--- src/rtl/srr_pkg.sv ---
package srr_pkg;
    // state word bit positions (behaviour depends on them)
    localparam int MSR_EE = 48;   // external interrupt enable
    localparam int MSR_PR = 49;   // user (unprivileged) mode
    localparam int MSR_SE = 53;   // trace every instruction
    localparam int MSR_BE = 54;   // trace every taken branch
    localparam int MSR_IP = 57;   // vector base select
    localparam int MSR_IR = 58;   // instruction translation
    localparam int MSR_DR = 59;   // data translation
    localparam int MSR_LE = 63;   // endianness

    // cause field written into save register 1
    localparam int CAUSE_LSB = 32;
    localparam int CAUSE_W   = 4;

    // number of prioritised sources
    localparam int NSRC = 7;

    typedef enum logic [CAUSE_W-1:0] {
        T_NONE  = 4'd0,
        T_MCHK  = 4'd2,
        T_DSI   = 4'd3,
        T_ISI   = 4'd4,
        T_EXT   = 4'd5,
        T_ALIGN = 4'd6,
        T_PROG  = 4'd7,
        T_TRACE = 4'd13
    } itype_e;

    typedef struct packed {
        logic [63:0] pc;
        logic [63:0] msr;
        logic [63:0] srr0;
        logic [63:0] srr1;
    } ctx_t;
endpackage

--- src/rtl/srr_prio.sv ---
module srr_prio
    import srr_pkg::*;
(
    input  logic       clk,
    input  logic       rst_n,
    input  logic [3:0] fault_req,
    input  logic       rfi,
    input  logic       user_mode,
    input  logic       ext_irq,
    input  logic       ext_en,
    input  logic       instr_done,
    input  logic       branch_done,
    input  logic       trace_ins_en,
    input  logic       trace_br_en,
    output logic       take,
    output itype_e     sel,
    output logic       save_next,
    output logic       rfi_exec
);
    logic [NSRC-1:0] raw;
    logic [NSRC-1:0] grant;

    function automatic itype_e src_type(input int idx);
        case (idx)
            0:       return T_MCHK;
            1:       return T_PROG;
            2:       return T_DSI;
            3:       return T_ISI;
            4:       return T_ALIGN;
            5:       return T_EXT;
            default: return T_TRACE;
        endcase
    endfunction

    // request vector in priority order, index 0 highest
    always_comb begin
        raw[0] = fault_req[0];
        raw[1] = rfi & user_mode;
        raw[2] = fault_req[1];
        raw[3] = fault_req[2];
        raw[4] = fault_req[3];
        raw[5] = ext_irq & ext_en & ~rfi;
        raw[6] = ((instr_done & trace_ins_en) | (branch_done & trace_br_en)) & ~rfi;
    end

    always_comb begin
        logic found;
        found = 1'b0;
        sel   = T_NONE;
        for (int i = 0; i < NSRC; i++) begin
            grant[i] = raw[i] & ~found;
            if (grant[i]) sel = src_type(i);
            found = found | raw[i];
        end
    end

    assign take      = |raw;
    assign save_next = grant[5] | grant[6];
    assign rfi_exec  = rfi & ~user_mode & ~(|raw[4:0]);

    assert_ext_mask_R7: assert property (@(posedge clk) disable iff (!rst_n)
        !ext_en |-> sel != T_EXT);
    assert_trace_mask_R8: assert property (@(posedge clk) disable iff (!rst_n)
        !(trace_ins_en | trace_br_en) |-> sel != T_TRACE);
    assert_rfi_not_entry_R9: assert property (@(posedge clk) disable iff (!rst_n)
        rfi_exec |-> !take);
    assert_mchk_first_R6: assert property (@(posedge clk) disable iff (!rst_n)
        fault_req[0] |-> sel == T_MCHK);
endmodule

--- src/rtl/srr_vector.sv ---
module srr_vector
    import srr_pkg::*;
#(
    parameter int XLEN          = 64,
    parameter int VEC_SHIFT     = 8,
    parameter int BASE_LOW_BITS = 20
) (
    input  logic               hi_base,
    input  logic [CAUSE_W-1:0] itype,
    output logic [XLEN-1:0]    handler
);
    localparam logic [XLEN-1:0] HIGH_BASE = {XLEN{1'b1}} << BASE_LOW_BITS;

    logic [XLEN-1:0] offset;
    assign offset  = XLEN'(itype) << VEC_SHIFT;
    assign handler = (hi_base ? HIGH_BASE : '0) + offset;
endmodule

--- src/rtl/srr_image.sv ---
module srr_image
    import srr_pkg::*;
#(
    parameter int XLEN = 64
) (
    input  logic [XLEN-1:0]    msr_i,
    input  logic [CAUSE_W-1:0] cause_i,
    output logic [XLEN-1:0]    entry_msr,
    output logic [XLEN-1:0]    srr1_img
);
    for (genvar b = 0; b < XLEN; b++) begin : g_bit
        if (b == MSR_IP || b == MSR_LE) begin : g_keep
            assign entry_msr[b] = msr_i[b];
        end else begin : g_clr
            assign entry_msr[b] = 1'b0;
        end
        if (b >= CAUSE_LSB && b < CAUSE_LSB + CAUSE_W) begin : g_cause
            assign srr1_img[b] = cause_i[b - CAUSE_LSB];
        end else begin : g_copy
            assign srr1_img[b] = msr_i[b];
        end
    end
endmodule

--- src/rtl/srr_irq_unit.sv ---
module srr_irq_unit
    import srr_pkg::*;
#(
    parameter int          XLEN          = 64,   // at least 64: state bits reach 63
    parameter logic [63:0] RESET_PC      = 64'h100,
    parameter int          VEC_SHIFT     = 8,
    parameter int          BASE_LOW_BITS = 20
) (
    input  logic            clk,
    input  logic            rst_n,
    input  logic            core_pc_vld,
    input  logic [XLEN-1:0] core_pc,
    input  logic            msr_wr,
    input  logic [XLEN-1:0] msr_wdata,
    input  logic [3:0]      fault_req,
    input  logic            ext_irq,
    input  logic            instr_done,
    input  logic            branch_done,
    input  logic            rfi,
    output logic [XLEN-1:0] pc_o,
    output logic [XLEN-1:0] msr_o,
    output logic [XLEN-1:0] srr0_o,
    output logic [XLEN-1:0] srr1_o
);
    ctx_t st_d, st_q;

    logic        take, save_next, rfi_exec;
    itype_e      sel;
    logic [63:0] handler, entry_msr, srr1_img;

    srr_prio u_prio (
        .clk          (clk),
        .rst_n        (rst_n),
        .fault_req    (fault_req),
        .rfi          (rfi),
        .user_mode    (st_q.msr[MSR_PR]),
        .ext_irq      (ext_irq),
        .ext_en       (st_q.msr[MSR_EE]),
        .instr_done   (instr_done),
        .branch_done  (branch_done),
        .trace_ins_en (st_q.msr[MSR_SE]),
        .trace_br_en  (st_q.msr[MSR_BE]),
        .take         (take),
        .sel          (sel),
        .save_next    (save_next),
        .rfi_exec     (rfi_exec)
    );

    srr_vector #(
        .XLEN          (64),
        .VEC_SHIFT     (VEC_SHIFT),
        .BASE_LOW_BITS (BASE_LOW_BITS)
    ) u_vector (
        .hi_base (st_q.msr[MSR_IP]),
        .itype   (sel),
        .handler (handler)
    );

    srr_image #(.XLEN(64)) u_image (
        .msr_i     (st_q.msr),
        .cause_i   (sel),
        .entry_msr (entry_msr),
        .srr1_img  (srr1_img)
    );

    always_comb begin
        st_d = st_q;
        if (take) begin
            st_d.pc   = handler;
            st_d.msr  = entry_msr;
            st_d.srr0 = (save_next && core_pc_vld) ? 64'(core_pc) : st_q.pc;
            st_d.srr1 = srr1_img;
        end else if (rfi_exec) begin
            st_d.pc  = st_q.srr0;
            st_d.msr = st_q.srr1;
        end else begin
            if (core_pc_vld) st_d.pc  = 64'(core_pc);
            if (msr_wr)      st_d.msr = 64'(msr_wdata);
        end
    end

    always_ff @(posedge clk) begin
        if (!rst_n) begin
            st_q      <= '0;
            st_q.pc   <= RESET_PC;
        end else begin
            st_q <= st_d;
        end
    end

    assign pc_o   = XLEN'(st_q.pc);
    assign msr_o  = XLEN'(st_q.msr);
    assign srr0_o = XLEN'(st_q.srr0);
    assign srr1_o = XLEN'(st_q.srr1);

    assert_entry_image_R4: assert property (@(posedge clk) disable iff (!rst_n)
        take |=> !st_q.msr[MSR_EE] && !st_q.msr[MSR_PR] && !st_q.msr[MSR_SE]
              && !st_q.msr[MSR_BE] && !st_q.msr[MSR_IR] && !st_q.msr[MSR_DR]);
    assert_fault_save_R2: assert property (@(posedge clk) disable iff (!rst_n)
        (take && !save_next) |=> st_q.srr0 == $past(st_q.pc));
    assert_vec_align_R5: assert property (@(posedge clk) disable iff (!rst_n)
        take |=> st_q.pc[VEC_SHIFT-1:0] == '0);
    assert_rfi_restore_R9: assert property (@(posedge clk) disable iff (!rst_n)
        rfi_exec |=> st_q.pc == $past(st_q.srr0) && st_q.msr == $past(st_q.srr1));
    assert_user_rfi_R10: assert property (@(posedge clk) disable iff (!rst_n)
        (rfi && st_q.msr[MSR_PR] && !fault_req[0]) |=>
            st_q.srr1[CAUSE_LSB +: CAUSE_W] == 4'd7);
endmodule

--- config.mk ---
export PLATFORM = sky130hd
export DESIGN_NAME = srr_irq_unit
export DESIGN_NICKNAME = d
export VERILOG_FILES = /design/src/rtl/srr_pkg.sv /design/src/rtl/srr_prio.sv /design/src/rtl/srr_vector.sv /design/src/rtl/srr_image.sv /design/src/rtl/srr_irq_unit.sv
export SDC_FILE = /design/constraint.sdc
export NUM_CORES = 1
export LEC_CHECK = 0
export ABC_AREA = 1
export BUFFER_PORTS_ARGS = -buffer_cell sky130_fd_sc_hd__buf_2
export CAP_MARGIN = 10
export CORE_MARGIN = 1.5
export CORE_UTILIZATION = 45
export CTS_CLUSTER_DIAMETER = 50
export DETAILED_ROUTE_END_ITERATION = 7
export GPL_ROUTABILITY_DRIVEN = 0
export PLACE_DENSITY_LB_ADDON = 0.2
export SLEW_MARGIN = 10
export SYNTH_ARGS = -nofsm -noshare
export SYNTH_HDL_FRONTEND = slang
export SYNTH_SLANG_ARGS = --single-unit
--- constraint.sdc ---
create_clock -name clk -period 2.2 [get_ports clk]
set_input_delay 0.11 -clock clk [delete_from_list [all_inputs] [get_ports clk]]
set_output_delay 0.11 -clock clk [all_outputs]
set_load 0.02 [all_outputs]
== Word-level counts from Yosys, hierarchy flattened ==
Cells that the tools add are included.

* Flip-flop bits (word level): 256
* Input bits: 140
* Output and inout port bits: 256

* Bitwise logic cells: 32
* Muxes and demuxes: 13
* Add/sub/neg operators: 1
* Reduce and logical (&&, ||, !) cells: 7

{| class="wikitable"
|+ Operator list
! operator !! number
|-
| 2-to-1 mux 128 bit || 2
|-
| 2-to-1 mux 64 bit || 4
|-
| adder 64 x 12 -> 64 bit || 1
|-
| 2-to-1 mux 4 bit || 6
|-
| bitwise AND 1 bit || 14
|-
| inverter 1 bit || 11
|-
| OR reduction 8 bit || 1
|-
| OR 1 bit || 7
|-
| OR reduction 7 bit || 1
|-
| OR reduction 5 bit || 1
|-
| nonzero test 3 bit || 1
|-
| 2-to-1 mux 2 bit || 1
|-
| AND reduction 2 bit || 1
|-
| nonzero test 2 bit || 1
|-
| logical AND 1 bit || 1
|}

== Logic depth before layout (Yosys ltp) ==
* Depth in word-level cells: 11
* Mapped depth: 11
* Depth with buffers taken out: 10

== Modules after synthesis ==
From an unflattened synthesis, not the netlist that was laid out.

* Cell total of the unflattened synthesis: 2,473
* Area total of the unflattened synthesis: 16,066.7 um^2

{| class="wikitable"
|+ Modules (own cells, without submodules)
! module !! instances !! seq. area each (um^2) !! cells an instance !! area each (um^2)
|-
| srr_irq_unit || 1 || 5,124.9 || 2,245 || 14,460.1
|-
| srr_image || 1 || 0.0 || 129 || 964.7
|-
| srr_vector || 1 || 0.0 || 65 || 484.2
|-
| srr_prio || 1 || 0.0 || 34 || 157.7
|}

== Worst setup path before layout ==
Ideal clock, no wire load.

* Path type: register to register
* From: register st_q (netlist bit msr_o[49])
* To: register st_q (netlist bit srr0_o[60])
* Setup slack: 653 ps
* Cell stages (with the launch flop): 10
* Data arrival time: 1,436 ps
* Path through: dfxtp_1 nand2_1 nand2_1 nor2_4 nand3_4 clkbuf_1 clkbuf_1 nand3_1 nand3_1 inv_1

* Cells in the longest elaborated chain, start to end: 11

{| class="wikitable"
|+ RTL lines
! element !! line !! source
|-
| start, declared || srr_irq_unit.sv:25 || <nowiki>ctx_t st_d, st_q;</nowiki>
|-
| start signal, assigned || srr_irq_unit.sv:87 || <nowiki>st_q <= st_d;</nowiki>
|-
| bitwise AND 1 bit * || srr_prio.sv:38 || <nowiki>raw[1] = rfi & user_mode;</nowiki>
|-
| OR 1 bit (5 in series) || srr_prio.sv:53 || <nowiki>found = found | raw[i];</nowiki>
|-
| inverter 1 bit || srr_prio.sv:51 || <nowiki>grant[i] = raw[i] & ~found;</nowiki>
|-
| bitwise AND 1 bit || srr_prio.sv:51 ||
|-
| OR 1 bit || srr_prio.sv:58 || <nowiki>assign save_next = grant[5] | grant[6];</nowiki>
|-
| logical AND 1 bit || srr_irq_unit.sv:71 || <nowiki>st_d.srr0 = (save_next && core_pc_vld) ? 64'(core_pc) : st_q.pc;</nowiki>
|-
| 2-to-1 mux 64 bit || srr_irq_unit.sv:71 ||
|}

Mark *: on every way between the ends. The rest lies on a longest branch, timed or not.
A chain may end at the register's enable or synchronous reset.

== Final worst setup path ==
* From: register st_q (netlist bit msr_o[49])
* To: register st_q (netlist bit srr0_o[62])

Same word-level chain as after synthesis.

==> impl_metrics.csv <==
group,metric,value,unit
routing,via_per_inst,5.45,
timing,finalCritPeriodShare,0.910,
yosys,synth_ff_type,"dfxtp_1",
power_and_ir_drop,p_per_area,699,nW/um^2
routing,post-route-drc-count,0,
setup_path,critPathKind,"flip-flop to flip-flop",
timing,fin_skew,0.0183,ns
global_route,grt_pass1_vias,13400,
setup_path,cp.arrival,2.39,ns
power_and_ir_drop,internal-power,8.70,mW
yosys,synth-edff-count,0,
yosys,synth_common_cells,"641 x nand2_1, 256 x dfxtp_1, 194 x nand3_1, 117 x nor2_1, 111 x nand4_1",
floorplan,io_pins,396,
floorplan,die_area,28600,um^2
yosys,synthCells,1869,
cells_and_area,fin_nets,2397,
yosys,synth_area,12400,um^2
timing,timing.hold.ws,0.00649,ns
global_route,grt_overflow,0,
yosys,yosysTopAreaCellShare,0.412,
yosys,yosysUniqueCellTypes,25,
place,port-buffer-count,395,
setup_path,cp-start-kind,"flip-flop",
timing,fin_crit,2.00,ns
yosys,synth_area_per_cell,6.65,um^2
power_and_ir_drop,total_power,11.6,mW
power_and_ir_drop,p_comb_frac,0.102,
min_path,hold_class,"primary input to flip-flop",
floorplan,start_util,0.460,
cells_and_area,fillers,2496,
clock_network,cts_tree,"yes",
clock_network,cts.clk_slew.worst_paths,0.06,ns
routing,wl_per_cell,17.4,um
clock_network,clock_sinks,256,
setup_path,worstSetupEndpointType,"flip-flop",
clock_network,cts_buffers,35,
place,pre_cts_ws,0.124,ns
routing,drtPass1Iterations,6,
routing,routed_wirelength,45700,um
power_and_ir_drop,ir_worst_vdd,0.000537,V
cells_and_area,areaGrowthSynthToFinish,33.9,%
setup_path,critical_path_required,2.59,ns
place,hpwl,27600,um
timing,slew_viol_final,0,
global_route,antenna_found_initial,4,
routing,ant_nets,0,
power_and_ir_drop,clockPowerShare,0.486,
timing,hold_viol,0,
timing,final.setup.tns,0,ns
clock_network,root_buffer,"clkbuf_16",
power_and_ir_drop,p_sw_frac,0.252,
global_route,track_usage,0.307,
yosys,yosys_warnings,0,
clock_network,ctsLongestPathBuffers,3,
floorplan,fp.dieW,169,um
power_and_ir_drop,p_leak,8.22,nW
timing,timing.fmax,500,MHz
cells_and_area,post-route-util,0.616,
floorplan,core-area,27000,um^2
yosys,synthesis.nets,2009,
clock_network,h-tree-depth,2,
timing,rsz0062_at_grt,"no",
power_and_ir_drop,p_seq_frac,0.412,
yosys,yosysMostFrequentCell,"nand2_1",
run,maxCapViolCount,0,
power_and_ir_drop,netSwitchingPower,2.93,mW
setup_path,cp_max_fo,24,
routing,vias,14300,
global_route,grt_pass1_wl,71100,um
yosys,async_flop_share,0,
timing,slew_headroom,0.447,
timing,setup_ws,0.199,ns
yosys,yosysSeqAreaShare,0.412,
yosys,ys_top_cells_by_area,"dfxtp_1 41%, nand2_1 19%, nand3_1 7.8%",
outcome,status,"finished clean",
global_route,grt_max_degree,124,
cells_and_area,drive_above_1_share,0.226,
timing,finalSetupViolCount,0,
floorplan,die_y,169,um
clock_network,clkLatencyLatePin,0.51,ns
timing,tightest_slew,0.829,ns
routing,first_iter_violations,1271,
yosys,synth_top_area_cell,"dfxtp_1",
floorplan,num_rows,60,
yosys,synth-seq-cells,256,
registers in the layout (all words and copies together), names as in the netlist:
name,count
msr_o,64
pc_o,64
srr0_o,64
srr1_o,64
cell families (layout without fill, tap and decap cells):
family,count (synthesis),in the layout,share of synthesized area
buf+inv,280,692,0.0918
compound gates,160,160,0.0708
flops,256,256,0.412
simple gates,1173,1173,0.425
other cells,0,4,0
cells in the final DEF (no fill, tap or decap), drive strengths merged:
master | synthesis | layout
clkinv | 0 | 6
bufinv | 0 | 2
nand3 | 195 | 195
nand3b | 55 | 55
nor2 | 121 | 121
or2 | 47 | 47
o22ai | 1 | 1
inv | 115 | 115
dlygate4sd3 | 0 | 85
o21ai | 26 | 26
nor3 | 1 | 1
nand4 | 111 | 111
a31oi | 61 | 61
clkinvlp | 0 | 5
nand2 | 643 | 643
buf | 70 | 431
diode | 0 | 4
a211oi | 1 | 1
clkbuf | 95 | 48
a21oi | 71 | 71
dfxtp | 256 | 256
per-stage QoR:
stage | instance area [um^2] | cells
after global routing | 16600 | 2626
after global placement | 14600 | 2474
after detailed placement | 14600 | 2474
final | 16600 | 2626
after CTS | 16600 | 2620
after floorplan | 12400 | 1869
power groups by stage:
stage                     combinational, mW  clock (mW)  sequential [mW]
after floorplan                       0.531           0             4.98
after global placement                 1.03           0             4.89
after detailed placement               1.04           0             4.89
after CTS                              1.17        5.73             4.79
after global routing                   1.29        5.92             4.80
final                                  1.19        5.66             4.79
worst max-delay path, stage by stage, from the launching register on:
cell,delay [ns]
dfxtp_1,0.36
nand2_1,0.13
nand2_1,0.12
nor2_4,0.21
nand3_4,0.21
buf_4,0.22
buf_4,0.21
or2_2,0.29
nand3_1,0.08
inv_1,0.05
routing by layer:
metal  global-route usage  wire, um  vias up
li1                     -         -     6872
met1                0.386     18600     6616
met2                0.508     21500      715
met3               0.0646      3910      118
met4                0.132      1690        0
met5                    0         0        -
final cells by class:
class	instances	area [um^2]	area share
Antenna cell	4	10.0	0.000601
Clock buffer	48	1040	0.0623
Clock inverter	13	128	0.00767
Inverter	115	434	0.0261
Multi-Input combinational cell	1333	6220	0.374
Sequential cell	256	5120	0.308
Tap cell	341	427	0.0256
Timing Repair Buffer	516	3260	0.196
path summary, 6_finish.rpt:
kind	depth (start not counted)	endpoint	slack, ns	startpoint
max	9	srr0_o[62]	0.20	msr_o[49]
min	5	srr0_o[17]	0.006	core_pc[17]
max reg2reg	9	srr0_o[62]	0.20	msr_o[49]
min reg2reg	2	srr1_o[11]	0.48	srr1_o[11]
what timing repair did:
| action | 4_1_cts | 5_1_grt |
|---|---|---|
| resized for setup | 0 | 2 |
| buffers inserted | 0 | 2 |
| hold buffers | 85 | 0 |
| setup endpoints to repair | 0 | 59 |
| hold endpoints to repair | 85 | 0 |
Power figures use the tool's default switching activity.
